**config.mk**
```make
export PLATFORM = sky130hd
export DESIGN_NAME = swrom_unit
export DESIGN_NICKNAME = d
export VERILOG_FILES = /design/src/rtl/swrom_pkg.sv /design/src/rtl/swrom_code.sv /design/src/rtl/swrom_cmd_decode.sv /design/src/rtl/swrom_unit.sv
export SDC_FILE = /design/constraint.sdc
export NUM_CORES = 1
export LEC_CHECK = 0
export CAP_MARGIN = 30
export CORE_AREA = 2 2 84 70
export DETAILED_ROUTE_END_ITERATION = 7
export DIE_AREA = 0 0 86 72
export GPL_TIMING_DRIVEN = 1
export PLACE_DENSITY_LB_ADDON = 0.12
export SYNTH_ARGS = -nofsm -noshare
export SYNTH_HDL_FRONTEND = slang
export SYNTH_SLANG_ARGS = --single-unit
```
**constraint.sdc**
```tcl
create_clock -name clk -period 1.85 [get_ports clk]
set_input_delay 0.37 -clock clk [delete_from_list [all_inputs] [get_ports clk]]
set_output_delay 0.37 -clock clk [all_outputs]
set_load 0.05 [all_outputs]
```
**src/rtl/swrom_pkg.sv**
```systemverilog
package swrom_pkg;
    localparam int ID_W   = 64;
    localparam int BODY_W = 56;
    localparam int CNT_W  = $clog2(ID_W);

    localparam logic [7:0] OP_READ     = 8'h33;
    localparam logic [7:0] OP_MATCH    = 8'h55;
    localparam logic [7:0] OP_SKIP     = 8'hCC;
    localparam logic [7:0] OP_SEARCH   = 8'hF0;
    localparam logic [7:0] OP_RESUME   = 8'hA5;
    localparam logic [7:0] OP_OD_SKIP  = 8'h3C;
    localparam logic [7:0] OP_OD_MATCH = 8'h69;

    typedef enum logic [2:0] {
        K_NONE, K_READ, K_MATCH, K_SKIP, K_SEARCH, K_RESUME, K_OD_SKIP, K_OD_MATCH
    } cmd_kind_e;

    typedef enum logic [2:0] {
        ST_IDLE, ST_CMD, ST_TX_ROM, ST_RX_MATCH, ST_SRCH_B, ST_SRCH_C, ST_SRCH_M, ST_SEL
    } rom_state_e;

    // Reflected x^8+x^5+x^4+1, zero seed, bit 0 first
    function automatic logic [7:0] crc8_lsb(input logic [BODY_W-1:0] body);
        logic [7:0] c;
        logic       fb;
        c = 8'h00;
        for (int i = 0; i < BODY_W; i++) begin
            fb = c[0] ^ body[i];
            c  = c >> 1;
            if (fb) c = c ^ 8'h8C;
        end
        return c;
    endfunction
endpackage

```
**src/rtl/swrom_code.sv**
```systemverilog
module swrom_code
    import swrom_pkg::*;
#(
    parameter logic [BODY_W-1:0] BODY = 56'h00000001B81C02
) (
    output logic [ID_W-1:0] code
);
    localparam logic [7:0] CHK = crc8_lsb(BODY);
    assign code = {CHK, BODY};
endmodule

```
**src/rtl/swrom_cmd_decode.sv**
```systemverilog
module swrom_cmd_decode
    import swrom_pkg::*;
(
    input  logic [7:0] op,
    output cmd_kind_e  kind
);
    always_comb begin
        case (op)
            OP_READ:     kind = K_READ;
            OP_MATCH:    kind = K_MATCH;
            OP_SKIP:     kind = K_SKIP;
            OP_SEARCH:   kind = K_SEARCH;
            OP_RESUME:   kind = K_RESUME;
            OP_OD_SKIP:  kind = K_OD_SKIP;
            OP_OD_MATCH: kind = K_OD_MATCH;
            default:     kind = K_NONE;
        endcase
    end
endmodule

```
**src/rtl/swrom_unit.sv**
```systemverilog
module swrom_unit
    import swrom_pkg::*;
#(
    parameter logic [BODY_W-1:0] ID_BODY = 56'h00000001B81C02
) (
    input  logic clk,
    input  logic rst_n,
    input  logic bus_reset,
    input  logic reset_std,
    input  logic slot_strobe,
    input  logic slot_val,
    output logic tx_en,
    output logic tx_bit,
    output logic selected,
    output logic overdrive
);
    localparam logic [CNT_W-1:0] LAST_BIT = CNT_W'(ID_W - 1);
    localparam logic [CNT_W-1:0] LAST_OP  = CNT_W'(7);

    typedef struct packed {
        rom_state_e       st;
        logic [CNT_W-1:0] cnt;
        logic [6:0]       sh;
        logic             ovd;
        logic             rsm;
        logic             odm;
    } regs_t;

    regs_t r_q, r_d;
    logic [ID_W-1:0] code;
    logic [7:0]      op_byte;
    cmd_kind_e       kind;
    logic            own_bit;

    swrom_code #(.BODY(ID_BODY)) code_i (.code(code));

    assign op_byte = {slot_val, r_q.sh};
    swrom_cmd_decode dec_i (.op(op_byte), .kind(kind));

    assign own_bit = code[r_q.cnt];

    always_comb begin
        r_d = r_q;
        if (bus_reset) begin
            r_d.st  = ST_CMD;
            r_d.cnt = '0;
            r_d.odm = 1'b0;
            if (reset_std) r_d.ovd = 1'b0;
        end else if (slot_strobe) begin
            case (r_q.st)
                ST_CMD: begin
                    r_d.sh  = {slot_val, r_q.sh[6:1]};
                    r_d.cnt = r_q.cnt + 1'b1;
                    if (r_q.cnt == LAST_OP) begin
                        r_d.cnt = '0;
                        case (kind)
                            K_READ:     begin r_d.st = ST_TX_ROM; r_d.rsm = 1'b1; end
                            K_MATCH:    begin r_d.st = ST_RX_MATCH; r_d.odm = 1'b0; end
                            K_OD_MATCH: begin r_d.st = ST_RX_MATCH; r_d.odm = 1'b1; r_d.ovd = 1'b1; end
                            K_SKIP:     begin r_d.st = ST_SEL; r_d.rsm = 1'b0; end
                            K_OD_SKIP:  begin r_d.st = ST_SEL; r_d.rsm = 1'b0; r_d.ovd = 1'b1; end
                            K_SEARCH:   r_d.st = ST_SRCH_B;
                            K_RESUME:   r_d.st = r_q.rsm ? ST_SEL : ST_IDLE;
                            default:    r_d.st = ST_IDLE;
                        endcase
                    end
                end
                ST_TX_ROM: begin
                    r_d.cnt = r_q.cnt + 1'b1;
                    if (r_q.cnt == LAST_BIT) r_d.st = ST_SEL;
                end
                ST_RX_MATCH: begin
                    if (slot_val != own_bit) begin
                        r_d.st  = ST_IDLE;
                        r_d.rsm = 1'b0;
                        if (r_q.odm) r_d.ovd = 1'b0;
                    end else if (r_q.cnt == LAST_BIT) begin
                        r_d.st  = ST_SEL;
                        r_d.rsm = 1'b1;
                    end else begin
                        r_d.cnt = r_q.cnt + 1'b1;
                    end
                end
                ST_SRCH_B: r_d.st = ST_SRCH_C;
                ST_SRCH_C: r_d.st = ST_SRCH_M;
                ST_SRCH_M: begin
                    if (slot_val != own_bit) begin
                        r_d.st  = ST_IDLE;
                        r_d.rsm = 1'b0;
                    end else if (r_q.cnt == LAST_BIT) begin
                        r_d.st  = ST_SEL;
                        r_d.rsm = 1'b1;
                    end else begin
                        r_d.cnt = r_q.cnt + 1'b1;
                        r_d.st  = ST_SRCH_B;
                    end
                end
                default: ;
            endcase
        end
    end

    always_ff @(posedge clk or negedge rst_n) begin
        if (!rst_n) begin
            r_q <= '{st: ST_IDLE, cnt: '0, sh: '0, ovd: 1'b0, rsm: 1'b0, odm: 1'b0};
        end else begin
            r_q <= r_d;
        end
    end

    assign tx_en     = (r_q.st == ST_TX_ROM) || (r_q.st == ST_SRCH_B) || (r_q.st == ST_SRCH_C);
    assign tx_bit    = (r_q.st == ST_SRCH_C) ? ~own_bit : own_bit;
    assign selected  = (r_q.st == ST_SEL);
    assign overdrive = r_q.ovd;

    // a bus reset always ends selection
    a_r2_reset_deselects: assert property (@(posedge clk) disable iff (!rst_n)
        bus_reset |=> !selected);

    // standard-length reset leaves standard speed
    a_r8_std_reset_clears_od: assert property (@(posedge clk) disable iff (!rst_n)
        (bus_reset && reset_std) |=> !overdrive);

    // overdrive-length reset keeps the speed mode
    a_r8_od_reset_keeps: assert property (@(posedge clk) disable iff (!rst_n)
        (bus_reset && !reset_std) |=> (overdrive == $past(overdrive)));

    // selection persists until the next bus reset
    a_r10_sel_holds: assert property (@(posedge clk) disable iff (!rst_n)
        (selected && !bus_reset) |=> selected);

    // no transmission while selected
    a_r10_quiet_when_sel: assert property (@(posedge clk) disable iff (!rst_n)
        selected |-> !tx_en);

    // second search slot carries the complement of the first
    a_r5_complement: assert property (@(posedge clk) disable iff (!rst_n)
        (r_q.st == ST_SRCH_B && slot_strobe && !bus_reset) |=> (tx_en && (tx_bit != $past(tx_bit))));
endmodule

```
==> flow_summary.json, run 1 <==
{
  "synth-seq-cells": 19,
  "status": "finished with violations",
  "ios": 10,
  "drt_iter0_drc": 73,
  "stdcell_count": 341,
  "min-delay-path-class": "in -> async",
  "async_flop_share_pct": 100,
  "syn_nets": 210,
  "reg2reg_depth": 10,
  "dp.cells": 329,
  "fin_hold_ws_ps": 443,
  "crit_family": "simple AND/OR/NAND/NOR gates",
  "antenna_found_initial": 0,
  "port_buffers": 9,
  "place_congestion": 0.846,
  "via_per_inst": 5.50,
  "drcViolationCount": 0,
  "holdBufCountCts": 0,
  "cts_tree": "done",
  "drive_gt1_share_pct": 47.5,
  "setup_tns_ps": -3180,
  "crit_fanout": 3,
  "clk_latency_ps": 270,
  "wl_per_cell_um": 16.4,
  "synth_enable_flop_cells": 0,
  "fin_skew_ps": 4.00,
  "reg2reg_to": "r_q[12]",
  "fin_ws_ps": -460,
  "clk_pin_slew_ps": 80,
  "track_usage_pct": 19.1,
  "rsz0062_at_grt": "true",
  "slowest_stage": "dfrtp_1",
  "grt_max_degree": 20,
  "hold_viol": 0,
  "critPathCaptureType": "output port",
  "layout_common_cells": "buf_4, dfrtp_1, nand2_1",
  "max_freq_ghz": 0.433,
  "synth-seq-area-share_pct": 26.4,
  "power_density_mw_per_mm2": 500,
  "drv_cap": 0,
  "r2r_start": "r_q[10]",
  "tightest_slew_ps": 526,
  "worstPathArrival_ps": 1940,
  "synthToLayoutAreaGrowth_pct": 49.2,
  "final_common_cell": "buf_4",
  "synthFlopType": "dfrtp_1",
  "cts-root-buf": "clkbuf_8",
  "overflow": 0,
  "cpPeakStageDelay_ps": 410,
  "syn-cell-area_mm2": 0.00180,
  "core.rowCount": 24,
  "peakVddDrop_mv": 0.215,
  "first_global_vias": 1880,
  "dp_hpwl_um": 4440,
  "yosys_warnings": 0,
  "vias": 1877,
  "initial_core_util_pct": 33.9,
  "criticalPathCategory": "reg -> out",
  "grt_first_pass_wirelength_um": 9490,
  "n_antenna_cell": 0,
  "die_w_um": 86,
  "h-tree-depth": 1,
  "path_cells": "inv_2 > ha_4 > nand2b_1 > a21o_1 > and4b_1 > or2_4 > xnor2_4 > buf_12",
  "setup_violations": 12,
  "syn_inst": 201,
  "wirelength_um": 5580,
  "multi_input_area_mm2": 0.00140,
  "regArea_um2": 478,
  "ant_nets": 0,
  "nets": 286,
  "worst-path-buf-inv": 2,
  "cp.required_ps": 1480,
  "worstSetupStartpointType": "register",
  "post-route-min-period_ps": 2310,
  "die_area_mm2": 0.00619,
  "clock_path_buffers": 2,
  "fin_total_pwr_mw": 1.34,
  "die_h_um": 72,
  "first_pass_iters": 4,
  "coreArea_mm2": 0.00532,
  "clock_sink_count": 19,
  "avgSynthCellArea_um2": 8.96,
  "yosys.cell_types.count": 67,
  "drv_slew": 0,
  "violations": "negative setup slack",
  "cts-buffers-inserted": 3,
  "utilization_pct": 50.6,
  "p_leak_nw": 1.11,
  "final.fill_count": 502,
  "fin_crit_sh_pct": 125,
  "slew_headroom_pct": 64.5,
  "ff2ff_setup_slack_ps": -390
}
cell families after synthesis:
kind of cell             Yosys count  synth area share [%]
buffers and inverters             18                  4.44
AO/OA/AOI/OAI                     61                  28.3
adder cells (fa/ha/maj)            3                  2.08
flip-flops                        19                  26.4
XOR/XNOR                           1                 0.486
AND/OR/NAND/NOR                   88                  31.7
multiplexers                      11                  6.67
where the power goes:
group / internal, mW / leakage [nW] / switching, mW
sequential: 0.476 / 0.242 / 0.0907
combinational: 0.265 / 0.848 / 0.193
clock: 0.152 / 0.0217 / 0.166
cell type report:
cell class              count  share of cell area, %
clock buffers               3                   1.54
clock inverters             1                  0.279
inverters                   9                   1.26
multi-input cells         164                   52.0
flip-flops and latches     19                   17.8
well taps                  65                   3.03
repair buffers             80                   24.2
synthesized netlist by cell type, drive strengths merged, types with 2 or more instances:
cell type / instances / area (um2)
o21a: 2 / 15.0
mux2i: 3 / 30.0
o41ai: 2 / 32.5
a31oi: 4 / 46.3
nor3b: 2 / 15.0
o31ai: 4 / 35.0
inv: 9 / 33.8
nand2b: 9 / 56.3
buf: 5 / 31.3
nor2b: 3 / 18.8
o21ai: 6 / 30.0
a21o: 4 / 30.0
and2: 5 / 36.3
a21oi: 12 / 71.3
a211oi: 2 / 15.0
nor3: 8 / 45.0
nor2: 17 / 73.8
nor4: 4 / 37.5
nand3b: 3 / 22.5
o211ai: 5 / 37.5
ha: 3 / 37.5
a31o: 2 / 17.5
and4bb: 4 / 53.8
nand3: 5 / 35.0
a311oi: 3 / 32.5
nand4bb: 3 / 33.8
o2bb2ai: 4 / 35.0
dfrtp: 19 / 475
or2: 2 / 12.5
mux2: 8 / 90.1
nand2: 16 / 60.1
clkbuf: 4 / 15.0
registers in the layout (all words and copies together), names as in the netlist:
name / cells
op_byte: 7
r_q: 11
overdrive: 1
worst reg2reg max path, stage by stage (launching register included):
cell,delay [ps]
dfrtp_2,460
buf_4,160
mux2_2,270
o2bb2ai_2,140
buf_4,160
nor4_4,270
buf_4,170
a41oi_4,50
a21oi_4,260
buf_4,150
o2bb2ai_2,90
stage by stage:
stage	instance area, um2	worst slack (ps)
3_3_place_gp	2480	-473
6_report	2690	-460
5_1_grt	2690	-576
3_5_place_dp	2480	-531
2_1_floorplan	1850	-245
4_1_cts	2640	-496
worst max path at each step:
stage	start	to	cells after the start
global placement	slot_val	r_q[16]	7
finish	r_q[11]	tx_bit	8
CTS	r_q[11]	tx_bit	8
floorplan	r_q[11]	tx_bit	7
detailed placement	slot_val	r_q[18]	7
global route	r_q[11]	tx_bit	8
timing repair:
item,CTS,global route
resized for setup,11,7
setup endpoints to repair,12,13
setup buffers,6,2
pin swaps,4,8
layer usage:
layer | vias to the layer above | global-route usage, % | share of wire [%]
met5 | - | 0 | 0
met4 | 0 | 3.35 | 0.73
met3 | 8 | 3.19 | 4.4
met2 | 54 | 30.7 | 46
met1 | 896 | 27.3 | 49
li1 | 919 | - | -
(Power assumes the default switching activity.)
==> inputs of run 2 (changes only) <==
--- a/config.mk
+++ b/config.mk
@@ -6,11 +6,12 @@
 export NUM_CORES = 1
 export LEC_CHECK = 0
 export CAP_MARGIN = 30
-export CORE_AREA = 2 2 84 70
+export CORE_AREA = 2 2 99 82
 export DETAILED_ROUTE_END_ITERATION = 7
-export DIE_AREA = 0 0 86 72
+export DIE_AREA = 0 0 101 84
 export GPL_TIMING_DRIVEN = 1
 export PLACE_DENSITY_LB_ADDON = 0.12
 export SYNTH_ARGS = -nofsm -noshare
 export SYNTH_HDL_FRONTEND = slang
+export SYNTH_HIERARCHICAL = 1
 export SYNTH_SLANG_ARGS = --single-unit
==> run 2 against run 1 <==
Net effect: the flow still finishes with violations (negative setup slack); utilization decreased by 7.8 points; fmax down 16%; clock-buffer cell count stayed put; clock skew hardly changed; cell area increased by 21%; sequential power grew 1%; sequential cell count unchanged; combinational power up 45%; critical endpoint unchanged; largest power group is now combinational logic.
==> flow_summary.json, run 2 <==
{
  "synth-seq-cells": 19,
  "h-tree-depth": 1,
  "crit_fanout": 7,
  "nets": 386,
  "synthToLayoutAreaGrowth_pct": 27.9,
  "track_usage_pct": 14.4,
  "cpPeakStageDelay_ps": 480,
  "antenna_found_initial": 0,
  "avgSynthCellArea_um2": 8.21,
  "clk_latency_ps": 270,
  "drv_slew": 0,
  "die_h_um": 84,
  "ff2ff_setup_slack_ps": -840,
  "grt_use_met3_pct": 2.01,
  "met2_usage_pct": 22.8,
  "final_common_cell": "buf_4",
  "violations": "negative setup slack",
  "ys_top_cells_by_area": "buf_4, dfrtp_1, mux2i_1, mux2_2, mux4_2",
  "place_congestion": 0.840,
  "drcViolationCount": 0,
  "synth-seq-area-share_pct": 18.7,
  "peakVddDrop_mv": 0.451,
  "cts-root-buf": "clkbuf_8",
  "core.rowCount": 29,
  "cp.required_ps": 1480,
  "ant_nets": 0,
  "max_freq_ghz": 0.364,
  "yosysTopAreaCell": "buf_4",
  "overflow": 0,
  "setup_violations": 13,
  "coreArea_mm2": 0.00762,
  "wl_per_cell_um": 11.9,
  "wirelength_um": 5600,
  "min-delay-path-class": "in -> async",
  "yosysMostFrequentCell": "buf_4",
  "stdcell_count": 471,
  "p_leak_nw": 1.41,
  "die_area_mm2": 0.00848,
  "drv_cap": 0,
  "rsz0062_at_grt": "true",
  "clock_sink_count": 19,
  "cts_tree": "done",
  "status": "finished with violations",
  "yosys.cell_types.count": 51,
  "drive_gt1_share_pct": 33.6,
  "cts-buffers-inserted": 3,
  "largest_reg_flops": 11,
  "post-route-min-period_ps": 2740,
  "port_buffers": 9,
  "clock_path_buffers": 2,
  "final.fill_count": 790,
  "n_antenna_cell": 0,
  "multi_input_area_mm2": 0.00189,
  "largest_register": "r_q",
  "grt_max_degree": 20,
  "fin_crit_sh_pct": 148,
  "slowest_stage": "mux4_2",
  "syn-cell-area_mm2": 0.00255,
  "first_global_vias": 2041,
  "synthFlopType": "dfrtp_1",
  "first_pass_iters": 4,
  "worstPathArrival_ps": 2370,
  "ys_top_cells_by_count": "buf_4, mux2i_1, nand2_1, nor2_1, dfrtp_1",
  "ios": 10,
  "fin_skew_ps": 3.64,
  "synth_top_cell_area_share_pct": 19.2,
  "critPathCaptureType": "output port",
  "die_w_um": 101,
  "synth_enable_flop_cells": 0,
  "via_per_inst": 4.49,
  "initial_core_util_pct": 33.4,
  "top_usage_layer": "met2",
  "async_flop_share_pct": 100,
  "vias": 2114,
  "gr-usage-met1_pct": 21.2,
  "hold_viol": 0,
  "worstSetupStartpointType": "register",
  "layout_common_cells": "buf_4, conb_1, mux2i_1",
  "dp_hpwl_um": 4340,
  "fin_total_pwr_mw": 1.56,
  "yosys_warnings": 6,
  "syn_inst": 310,
  "path_cells": "mux4_2 > a2111oi_4 > o32ai_2 > a21boi_4 > buf_4 > xor2_2 > buf_12",
  "drt_iter0_drc": 66,
  "grt_first_pass_wirelength_um": 9890,
  "regArea_um2": 478,
  "fin_ws_ps": -895,
  "power_density_mw_per_mm2": 478,
  "criticalPathCategory": "reg -> out",
  "dp.cells": 460,
  "clk_pin_slew_ps": 90
}
-- run 2: layout make-up --
| cell class | count | share of cell area (%) |
|---|---|---|
| Clock inverter | 1 | 0.231 |
| Inverter | 6 | 0.692 |
| Sequential cell | 19 | 14.7 |
| Clock buffer | 3 | 1.27 |
| Timing Repair Buffer | 83 | 21.5 |
| Multi-Input combinational cell | 266 | 58.0 |
| Tap cell | 93 | 3.57 |
-- run 2: worst paths after layout --
check | from | endpoint | cells past startpoint
worst min-delay path | rst_n | op_byte[0] | 2
min in group clk | overdrive | overdrive | 2
worst max-delay path | r_q[10] | tx_bit | 7
max in group asynchronous | rst_n | r_q[12] | 2
worst min register to register | overdrive | overdrive | 2
worst max register to register | r_q[10] | r_q[15] | 8
-- run 2: cell families (layout without fill, tap and decap cells) --
logic type | Yosys count | in the layout | share of synthesized area, %
adders and majority gates | 1 | 1 | 0.491
other | 2 | 64 | 0.295
DFF | 19 | 19 | 18.7
buffers and inverters | 87 | 93 | 22.9
and+or+nand+nor | 98 | 98 | 21.1
muxes | 38 | 38 | 17.3
AOI/OAI and AO/OA | 62 | 62 | 18.2
xor gates and xnor gates | 3 | 3 | 1.03
-- run 2: what timing repair did --
action,4_1_cts,5_1_grt
buffers inserted,6,5
pin swaps,4,7
hold buffers,0,0
hold endpoints to repair,0,0
gates cloned,0,0
setup endpoints to repair,13,14
gates resized for setup,22,18
-- run 2: critical path: cells and delay by family (launching register included) --
kind / cells / cell delay (ps)
AO/OA/AOI/OAI: 3 / 660
multiplexers: 1 / 480
flip-flops: 1 / 470
buffers and inverters: 2 / 310
XOR/XNOR: 1 / 190
-- run 2: power breakdown --
group	leakage [nW]	switching (mW)	internal [mW]
Combinational	1.15	0.278	0.385
Sequential	0.236	0.0915	0.481
Clock	0.0217	0.169	0.152
Total	1.41	0.539	1.02
-- run 2: metrics by stage --
step                util (%)  area, um2  hold slack, ps  TNS [ps]  worst slack, ps
floorplan                  -       2800            74.4     -7060             -746
global placement        39.2       2990             514     -8930             -789
detailed placement      39.2       2990             512     -8820             -846
CTS                     41.4       3160             455     -8090             -883
global route            42.7       3260             471    -10540             -987
finish                  42.7       3260             445     -8860             -895
-- run 2: per-layer routing --
layer | part of all wire, % | vias up
li1 | - | 1115
met1 | 53 | 983
met2 | 45 | 14
met3 | 1.7 | 2
met4 | 0.54 | 0
met5 | 0 | -
